### src/rtl/icache_flash_pkg.sv
package icache_flash_pkg;
  typedef enum logic [1:0] {
    ST_IDLE,   // no refill in progress
    ST_SETUP,  // write new tag, drop line valid
    ST_FILL,   // issue reads, collect data
    ST_DRAIN   // aborted: wait for outstanding acks only
  } refill_st_t;
endpackage

### src/rtl/icache_tags.sv
module icache_tags #(
  parameter int NUM_LINES = 8,
  parameter int IDX_W     = 3,
  parameter int TAG_W     = 23
) (
  input  logic             clk,
  input  logic             rst,
  input  logic [IDX_W-1:0] lk_idx,
  input  logic [TAG_W-1:0] lk_tag,
  output logic             lk_hit,
  input  logic             flash,
  input  logic             tag_we,
  input  logic [IDX_W-1:0] wr_idx,
  input  logic [TAG_W-1:0] wr_tag,
  input  logic             set_valid
);
  logic [NUM_LINES-1:0] valid;
  logic [TAG_W-1:0]     tags [NUM_LINES];

  always_ff @(posedge clk) begin
    if (tag_we) tags[wr_idx] <= wr_tag;
  end

  always_ff @(posedge clk) begin
    if (rst) begin
      valid <= '0;
    end else if (flash) begin
      valid <= '0;                      // flash wins over any completion
    end else begin
      if (tag_we)    valid[wr_idx] <= 1'b0;
      if (set_valid) valid[wr_idx] <= 1'b1;
    end
  end

  assign lk_hit = valid[lk_idx] && (tags[lk_idx] == lk_tag);


  flash_clears_all_chk: assert property (@(posedge clk) disable iff (rst)
    flash |=> (valid == '0));


  no_valid_on_flash_chk: assert property (@(posedge clk) disable iff (rst)
    (flash && set_valid) |=> (valid == '0));
endmodule

### src/rtl/icache_refill.sv
module icache_refill
  import icache_flash_pkg::*;
#(
  parameter int ADDR_W  = 32,
  parameter int LINE_DW = 8,
  parameter int IDX_W   = 3,
  parameter int TAG_W   = 23
) (
  input  logic              clk,
  input  logic              rst,
  input  logic              start,
  input  logic [TAG_W-1:0]  start_tag,
  input  logic [IDX_W-1:0]  start_idx,
  input  logic              flash,
  output logic              busy,
  output logic              wb_cyc,
  output logic              wb_stb,
  output logic [ADDR_W-1:0] wb_adr,
  input  logic              wb_ack,
  input  logic              wb_stall,
  output logic              tag_we,
  output logic [TAG_W-1:0]  line_tag,
  output logic [IDX_W-1:0]  line_idx,
  output logic              set_valid,
  output logic              fill_we,
  output logic [IDX_W+$clog2(LINE_DW)-1:0] fill_row
);
  localparam int DW_W  = $clog2(LINE_DW);
  localparam int CNT_W = DW_W + 1;
  localparam logic [CNT_W-1:0] FULL = CNT_W'(LINE_DW);
  localparam logic [CNT_W-1:0] LAST = CNT_W'(LINE_DW - 1);

  refill_st_t       state;
  logic [CNT_W-1:0] req_cnt, ack_cnt, ack_nxt;
  logic             issue;

  assign ack_nxt  = ack_cnt + CNT_W'(wb_ack);
  assign busy     = (state != ST_IDLE);
  assign wb_stb   = (state == ST_FILL) && (req_cnt != FULL);
  assign wb_cyc   = (state == ST_FILL) || ((state == ST_DRAIN) && (ack_cnt != req_cnt));
  assign wb_adr   = {line_tag, line_idx, req_cnt[DW_W-1:0], 3'b000};
  assign issue    = wb_stb && !wb_stall;
  assign tag_we   = (state == ST_SETUP);
  assign fill_we  = wb_ack && ((state == ST_FILL) || (state == ST_DRAIN));
  assign fill_row = {line_idx, ack_cnt[DW_W-1:0]};
  assign set_valid = (state == ST_FILL) && wb_ack && (ack_cnt == LAST) && !flash;

  always_ff @(posedge clk) begin
    if (rst) begin
      state    <= ST_IDLE;
      req_cnt  <= '0;
      ack_cnt  <= '0;
      line_tag <= '0;
      line_idx <= '0;
    end else begin
      unique case (state)
        ST_IDLE: if (start) begin
          line_tag <= start_tag;
          line_idx <= start_idx;
          state    <= ST_SETUP;
        end
        ST_SETUP: begin
          req_cnt <= '0;
          ack_cnt <= '0;
          state   <= flash ? ST_DRAIN : ST_FILL;
        end
        ST_FILL: begin
          if (issue)  req_cnt <= req_cnt + 1'b1;
          if (wb_ack) ack_cnt <= ack_nxt;
          if (flash)                          state <= ST_DRAIN;
          else if (wb_ack && ack_cnt == LAST) state <= ST_IDLE;
        end
        ST_DRAIN: begin
          if (wb_ack) ack_cnt <= ack_nxt;
          if (ack_nxt == req_cnt) state <= ST_IDLE;
        end
        default: state <= ST_IDLE;
      endcase
    end
  end


  stb_needs_cyc_chk: assert property (@(posedge clk) disable iff (rst)
    wb_stb |-> wb_cyc);

  issue_bound_chk: assert property (@(posedge clk) disable iff (rst)
    req_cnt <= FULL);

  cyc_until_drained_chk: assert property (@(posedge clk) disable iff (rst)
    !wb_cyc |-> (req_cnt == ack_cnt));

  abort_stops_reads_chk: assert property (@(posedge clk) disable iff (rst)
    (flash && busy) |=> !wb_stb);

  hold_under_stall_chk: assert property (@(posedge clk) disable iff (rst)
    (wb_stb && wb_stall && !flash) |=> (wb_stb && $stable(wb_adr)));
endmodule

### src/rtl/icache_data.sv
module icache_data #(
  parameter int ROW_W = 6
) (
  input  logic             clk,
  input  logic             we,
  input  logic [ROW_W-1:0] wr_row,
  input  logic [63:0]      wr_data,
  input  logic             rd_en,
  input  logic [ROW_W-1:0] rd_row,
  output logic [63:0]      rd_q
);
  localparam int ROWS = 1 << ROW_W;
  logic [63:0] mem [ROWS];

  always_ff @(posedge clk) begin
    if (we) mem[wr_row] <= wr_data;
  end

  // read register holds its value when no read is requested
  always_ff @(posedge clk) begin
    if (rd_en) rd_q <= mem[rd_row];
  end
endmodule

### src/rtl/icache_flash.sv
module icache_flash #(
  parameter int ADDR_W    = 32,
  parameter int LINE_DW   = 8,
  parameter int NUM_LINES = 8
) (
  input  logic              clk,
  input  logic              rst,
  input  logic              fetch_req,
  input  logic [ADDR_W-1:2] fetch_addr,
  input  logic              fetch_seq,
  output logic              fetch_stall,
  output logic              insn_valid,
  output logic [31:0]       insn,
  input  logic              flash_inv,
  output logic              wb_cyc,
  output logic              wb_stb,
  output logic [ADDR_W-1:0] wb_adr,
  input  logic              wb_ack,
  input  logic [63:0]       wb_dat,
  input  logic              wb_stall
);
  localparam int DW_W  = $clog2(LINE_DW);
  localparam int IDX_W = $clog2(NUM_LINES);
  localparam int TAG_W = ADDR_W - 3 - DW_W - IDX_W;
  localparam int ROW_W = IDX_W + DW_W;

  logic [DW_W-1:0]  req_dw;
  logic [IDX_W-1:0] req_idx;
  logic [TAG_W-1:0] req_tag;
  logic             hit, busy, use_prev, take, start;
  logic             prev_ok, out_hi;
  logic             tag_we, set_valid, fill_we;
  logic [TAG_W-1:0] line_tag;
  logic [IDX_W-1:0] line_idx;
  logic [ROW_W-1:0] fill_row;
  logic [63:0]      rd_q;

  assign req_dw  = fetch_addr[3+DW_W-1:3];
  assign req_idx = fetch_addr[3+DW_W+IDX_W-1:3+DW_W];
  assign req_tag = fetch_addr[ADDR_W-1:ADDR_W-TAG_W];

  // second word of the held doubleword: never a miss, never a stall
  assign use_prev    = fetch_req && fetch_seq && fetch_addr[2] && prev_ok;
  assign fetch_stall = fetch_req && !use_prev && (!hit || busy);
  assign take        = fetch_req && !fetch_stall;
  assign start       = fetch_stall && !busy;

  icache_tags #(.NUM_LINES(NUM_LINES), .IDX_W(IDX_W), .TAG_W(TAG_W)) u_tags (
    .clk(clk), .rst(rst), .lk_idx(req_idx), .lk_tag(req_tag), .lk_hit(hit),
    .flash(flash_inv), .tag_we(tag_we), .wr_idx(line_idx), .wr_tag(line_tag),
    .set_valid(set_valid)
  );

  icache_refill #(.ADDR_W(ADDR_W), .LINE_DW(LINE_DW), .IDX_W(IDX_W), .TAG_W(TAG_W)) u_refill (
    .clk(clk), .rst(rst), .start(start), .start_tag(req_tag), .start_idx(req_idx),
    .flash(flash_inv), .busy(busy), .wb_cyc(wb_cyc), .wb_stb(wb_stb), .wb_adr(wb_adr),
    .wb_ack(wb_ack), .wb_stall(wb_stall), .tag_we(tag_we), .line_tag(line_tag),
    .line_idx(line_idx), .set_valid(set_valid), .fill_we(fill_we), .fill_row(fill_row)
  );

  icache_data #(.ROW_W(ROW_W)) u_data (
    .clk(clk), .we(fill_we), .wr_row(fill_row), .wr_data(wb_dat),
    .rd_en(fetch_req && !use_prev), .rd_row({req_idx, req_dw}), .rd_q(rd_q)
  );

  always_ff @(posedge clk) begin
    if (rst) begin
      prev_ok    <= 1'b0;
      insn_valid <= 1'b0;
      out_hi     <= 1'b0;
    end else begin
      prev_ok    <= take;
      insn_valid <= take;
      out_hi     <= fetch_addr[2];
    end
  end

  assign insn = out_hi ? rd_q[63:32] : rd_q[31:0];


  deliver_next_chk: assert property (@(posedge clk) disable iff (rst)
    take |=> insn_valid);

  miss_starts_refill_chk: assert property (@(posedge clk) disable iff (rst)
    (fetch_stall && !busy) |=> busy);

  held_word_no_stall_chk: assert property (@(posedge clk) disable iff (rst)
    (fetch_req && fetch_seq && fetch_addr[2] && $past(take)) |-> !fetch_stall);
endmodule

### config.mk
export PLATFORM = sky130hd
export DESIGN_NAME = icache_flash
export DESIGN_NICKNAME = d
export VERILOG_FILES = /design/src/rtl/icache_flash_pkg.sv /design/src/rtl/icache_tags.sv /design/src/rtl/icache_refill.sv /design/src/rtl/icache_data.sv /design/src/rtl/icache_flash.sv
export SDC_FILE = /design/constraint.sdc
export NUM_CORES = 2
export LEC_CHECK = 0
export BUFFER_PORTS_ARGS = -buffer_cell sky130_fd_sc_hd__clkbuf_2
export CAP_MARGIN = 20
export CORE_MARGIN = 2
export CORE_UTILIZATION = 55
export CTS_CLUSTER_SIZE = 40
export DETAILED_ROUTE_END_ITERATION = 8
export GPL_ROUTABILITY_DRIVEN = 0
export PLACE_DENSITY = 0.71
export SYNTH_ARGS = -nofsm -noshare
export SYNTH_HDL_FRONTEND = slang
export SYNTH_MEMORY_MAX_BITS = 65536
export SYNTH_SLANG_ARGS = --single-unit
### constraint.sdc
create_clock -name clk -period 8.2 [get_ports clk]
set_clock_uncertainty 0.05 [all_clocks]
set_input_delay 1.64 -clock clk [delete_from_list [all_inputs] [get_ports clk]]
set_output_delay 1.64 -clock clk [all_outputs]
set_load 0.01 [all_outputs]
# --- Yosys cells after proc, flatten, opt, wreduce, memory -nomap -nowiden ---
# Memory sizes are Yosys's and may differ from the RTL's. A register that Yosys moved wholly into a read port is not among the register bits.
# Cells that the tools add are included.
word_totals:
  regBits: 46
  latch_bits: 0
  ram_bits: 4280
  romBits: 0
  out_inout_bits: 68
  wordCells: 90
  memories: 2
op_classes:
  add_sub_neg: 2
  mul: 0
  n_div: 0
  n_lt_le_gt_ge: 3
  n_eq_ne: 13
  n_shift: 0
  n_mux: 23
  n_bitwise: 3
  n_reduce_logical: 36
mem_list:
  columns: ["memory", "depth", "width", "read_ports", "rd_ports_with_merged_regs", "write_ports", "line", "rtl"]
  rows:
  - ["u_data.mem", 64, 64, 1, 1, 1, "icache_data.sv:13", "logic [63:0] mem [ROWS];"]
  - ["u_tags.tags", 8, 23, 1, 0, 1, "icache_tags.sv:18", "logic [TAG_W-1:0] tags [NUM_LINES];"]
ops:
  columns: ["operator", "count"]
  rows:
  - ["2-to-1 mux 32 bit", 1]
  - ["2-to-1 mux 8 bit", 4]
  - ["== test 23 bit", 1]
  - ["logical AND 1 bit", 17]
  - ["one-hot mux 4 bit (2 select lines)", 2]
  - ["bitwise AND 8 bit", 1]
  - ["less-than comparator 3 x 4 -> 1 bit, second input constant", 2]
  - ["2-to-1 mux 2 bit", 4]
  - ["2-to-1 mux 4 bit", 2]
  - ["NOT 8 bit", 1]
  - ["OR 8 bit", 1]
  - ["one-hot mux 2 bit (4 select lines)", 1]
  - ["2-to-1 mux 1 bit", 7]
  - ["zero test 1 bit", 6]
  - ["AND reduction 2 bit", 3]
  - ["nonzero test 2 bit", 3]
  - ["adder 4 x 1 -> 4 bit", 1]
  - ["adder 4 x 1 -> 4 bit, second input constant", 1]
  - ["== test 2 bit, second input constant", 2]
  - ["== test 4 x 3 -> 1 bit, second input constant", 1]
  - ["== test 4 bit", 1]
  - ["inequality test 2 x 1 -> 1 bit, second input constant", 2]
  - ["inequality test 2 bit, second input constant", 2]
  - ["inequality test 4 bit", 1]
  - ["10 further kinds", 13]

# --- Logic depth before layout (Yosys ltp) ---
depth:
  depth_word: 11
  ltp_mapped: 13

# --- Hierarchy ---
# A second synthesis with hierarchy kept.
hier_totals:
  hier_cells: 7267
  area_unflattened_um2: 167147.8
modules_own_cells:
  columns: ["module", "n_inst", "cells_per_inst", "area_each_um2", "seq_area_each_um2"]
  rows:
  - ["icache_data", 1, 6598, 156989.3, 124919.8]
  - ["icache_tags", 1, 394, 7643.6, 5685.5]
  - ["icache_refill", 1, 229, 1880.6, 720.7]
  - ["icache_flash", 1, 46, 634.4, 40.0]

# --- Worst setup path before layout ---
# Ideal clock, no wire load.
synth_timing:
  path_type: "input to output"
  start: "input port fetch_addr[2] in the netlist's numbering"
  end: "output port fetch_stall"
  arrival_ps: 5714
  required_time_ps: 6510
  path_slack_ps: 796
  cell_stages: 3
  n_path_buf: 0
  path_cell_list: "a31oi_1 > nand2_1 > inv_1"
synth_between:
  elab_chain_cells: 5
synth_rtl:
  columns: ["item", "line", "rtl"]
  rows:
  - ["start, declared", "icache_flash.sv:9", "input logic [ADDR_W-1:2] fetch_addr,"]
  - ["logical AND 1 bit (2 in series)", "icache_flash.sv:43", "assign use_prev = fetch_req && fetch_seq && fetch_addr[2] && prev_ok;"]
  - ["zero test 1 bit", "icache_flash.sv:44", "assign fetch_stall = fetch_req && !use_prev && (!hit || busy);"]
  - ["logical AND 1 bit (2 in series)", "icache_flash.sv:44", null]
  - ["end, declared", "icache_flash.sv:11", "output logic fetch_stall,"]
# No other way between the ends.

# --- Worst setup path in the final report ---
layout_timing:
  start: "input port fetch_addr[6] in the netlist's numbering"
  end: "output port fetch_stall"
layout_between:
  elab_chain_cells: 6
layout_rtl:
  columns: ["item", "line", "rtl"]
  rows:
  - ["memory (8 x 23 bit) / binary-select mux 1 bit (select 3 bit) (equally long branches)", null, null]
  - ["== test 23 bit / 2-to-1 mux 1 bit (equally long branches)", "icache_tags.sv:35", "assign lk_hit = valid[lk_idx] && (tags[lk_idx] == lk_tag);"]
  - ["logical AND 1 bit (*)", "icache_tags.sv:35", null]
  - ["zero test 1 bit (*)", "icache_flash.sv:44", null]
  - ["logical OR 1 bit (*)", "icache_flash.sv:44", null]
  - ["logical AND 1 bit (*)", "icache_flash.sv:44", null]
# Mark *: on every way between the ends. The rest lies on a longest branch, timed or not. The select of a mux whose other input is x is not followed.

==> qor.yml <==
clock_network:
  clock_tree.root_cell: "clkbuf_16"
  clk_pin_slew_ps: 60
  clock_latency_ps: 960
  htree_num_levels: 5
  postCtsSetupBuffers: 0
  clock_path_buffers: 4
  cts.sinks: 4390
  hold_buffers: 0
  post_cts_resize_count: 0
  cts_inserted_buffers: 421
  cts_tree: "done"
route:
  drtIter0Drc: 15260
  drc: 0
  num_vias: 79460
  antenna_left: 0
  routedWlPerCell_um: 39.94
  wirelength_um: 453800
  via_per_inst: 6.992
  dr.pass1.iters: 6
synth:
  synth_top_area_share_pct: 78.26
  synth_common_cells: "edfxtp_1 (4344), mux4_2 (1374), clkbuf_1 (212)"
  ys.flop_type: "edfxtp_1"
  synth.avg_cell_area_um2: 25.49
  synth-seq-cells: 4390
  yosysTopAreaCell: "edfxtp_1"
  synthMuxAreaShare_pct: 19.26
  synth_compound_area_share_pct: 0.1809
  synth_edf_count: 4344
  async_flop_share_pct: 0
  ys_seq_area_share_pct: 78.81
  synth_top_family_by_area: "multiplexers"
  synth_xor_area_share_pct: 0.1734
  synth_most_common_cell: "edfxtp_1"
  synth_area_leaders: "edfxtp_1 (78%), mux4_2 (19%), dfxtp_1 (0.55%)"
  synthAdderAreaFrac_pct: 0.03003
  yosys_warnings: 0
  synth_area_um2: 166700
  synth_cell_types: 46
  synth_cells: 6539
  synthSimpleGateAreaFrac_pct: 0.5908
final_layout:
  area_growth_pct: 12.95
  final_layout_size_suffix_gt1_share_pct: 33.68
  stdcell_area_um2: 188300
  fin_util_pct: 62.28
  nNetsFinal: 7112
die:
  rows: 202
  die_x_um: 554.5
  dieArea_um2: 307500
  die_y_um: 554.5
  core_um2: 302300
  start_util_pct: 55.14
  ioPinCount: 169
worst_setup_path:
  required_ps: 6510
  cp_max_fo: 55
  crit_path_end_kind: "primary output"
  r2r-end: "u_data.mem[2][6]$_DFFE_PP_"
  worst_ep_arrival_time_ps: 4350
  ff2ff_setup_slack_ps: 4210
  critPathKind: "in2out"
  startpoint_type: "input port"
  r2r-start: "u_refill.state[1]$_SDFFE_PP0P_"
  reg2regPathDepth: 4
power_and_ir_drop:
  power.density_nw_per_um2: 244.6
  p_leak_nw: 58.41
  ir_drop_v: 0.0002141
timing:
  rsz0062_at_grt: "no"
  hold_viol: 0
  slew_viol_final: 0
  finalCritPeriodShare_pct: 73.65
  setup_violations: 0
  tns_ps: 0
  maxSlewHeadroom_pct: 25.02
  tightest_slew_ps: 1125
  clock.fmax_mhz: 165.6
  min_period_ps: 6039
flow_run:
  max-cap-violations: 0
hold_path:
  hold_path_depth: 2
  whs_endpoint: "u_tags.valid[6]$_SDFF_PP0_"
  hold_path.startpoint: "u_tags.valid[6]$_SDFF_PP0_"
  hold_class: "reg2reg"
place:
  dpl_cell_area_um2: 173700
  port_buffers: 165
  dp_hpwl_um: 215900
grt:
  grt_antenna_before_repair: 31
  grt_pass1_vias: 76720
  overflow: 0
  grt_max_degree: 128
  grt_usage_pct: 29.42
  grt_pass1_wl_um: 618900
outcome:
  status: "completed"
through the flow:
| step | power (mW) | hold slack (ps) | worst slack [ps] | cells |
|---|---|---|---|---|
| finish | 46.04 | 442.6 | 2161 | 11360 |
| global placement | 27.30 | 419.9 | 2172 | 10510 |
| global route | 47.11 | 463.0 | 2098 | 11360 |
| CTS | 46.13 | 437.8 | 2209 | 11300 |
| floorplan | 26.53 | 403.1 | 796.2 | 6541 |
| detailed placement | 27.35 | 432.2 | 2211 | 10510 |
power breakdown:
part | internal, mW | switching, mW | total, mW
Clock | 10.7 | 8.38 | 19.1
Sequential | 24.8 | 0.126 | 24.9
Combinational | 0.908 | 1.13 | 2.04
placed cells by master, fill, tap and decap left out, types with 6 or more instances in the layout:
cell,synthesis,layout
a21oi_1,14,14
a22oi_1,19,19
buf_12,3,108
buf_4,12,127
bufinv_16,0,38
clkbuf_1,212,82
clkbuf_16,0,422
clkbuf_2,0,159
clkinv_1,1,114
clkinv_2,0,81
clkinv_8,0,8
clkinvlp_4,0,12
dfxtp_1,46,45
diode_2,0,17
edfxtp_1,4344,4344
inv_16,0,7
inv_6,0,7
mux2_2,34,34
mux2i_1,72,72
mux4_2,1374,1374
nand2_1,77,77
nand3_1,8,8
nor2_1,82,10
nor2_4,0,68
nor2b_1,6,6
o21ai_0,9,9
or3_1,10,10
xnor2_1,9,9
xor2_1,24,24
area by class of cell:
type / instances / area [um2]
fill: 19430 / 114000
sequential: 4390 / 131400
antenna: 17 / 42.54
multi-input combinational: 1786 / 34270
tap: 3978 / 4977
inverter: 6 / 22.52
clock buffer: 508 / 10920
clock inverter: 277 / 2597
timing repair buffer: 402 / 4055
layer usage:
layer | track usage (%) | routed length (um) | share of wire, %
met5 | 0 | 41 | 0.0090
met4 | 8.840 | 15790 | 3.5
met3 | 7.065 | 62280 | 14
met2 | 44.81 | 211700 | 47
met1 | 43.00 | 164000 | 36
state kept, by name (all words and copies together), names as in the netlist:
signal / count
out_hi: 1
prev_ok: 1
u_data.mem: 4096
u_data.rd_q: 64
u_refill.ack_cnt: 4
u_refill.line_idx: 3
u_refill.line_tag: 23
u_refill.req_cnt: 4
u_refill.state: 2
u_tags.tags: 184
u_tags.valid: 8
logic make-up (layout without fill, tap and decap cells):
logic type / after synthesis / in the layout
buf+inv: 365 / 1193
compound gates: 48 / 48
simple gates: 216 / 216
other cells: 1 / 20
xor+xnor: 33 / 33
mux: 1482 / 1482
flops: 4390 / 4390
fa+ha+maj: 4 / 4
how the worst max path moves through the flow:
stage                        startpoint           to  cells after the start
after CTS                 fetch_addr[6]  fetch_stall                     10
after floorplan           fetch_addr[2]  fetch_stall                      3
after global routing      fetch_addr[6]  fetch_stall                     10
after detailed placement  fetch_addr[6]  fetch_stall                     10
final                     fetch_addr[6]  fetch_stall                     10
after global placement    fetch_addr[6]  fetch_stall                     10
critical path: stages:
cell	delay (ps)
clkbuf_8	620
nor2b_1	660
a22oi_1	220
and3_1	230
o211ai_1	370
nor4_4	70
nand4_2	120
nand2_1	80
inv_1	90
clkbuf_2	130
(Power assumes the default switching activity.)
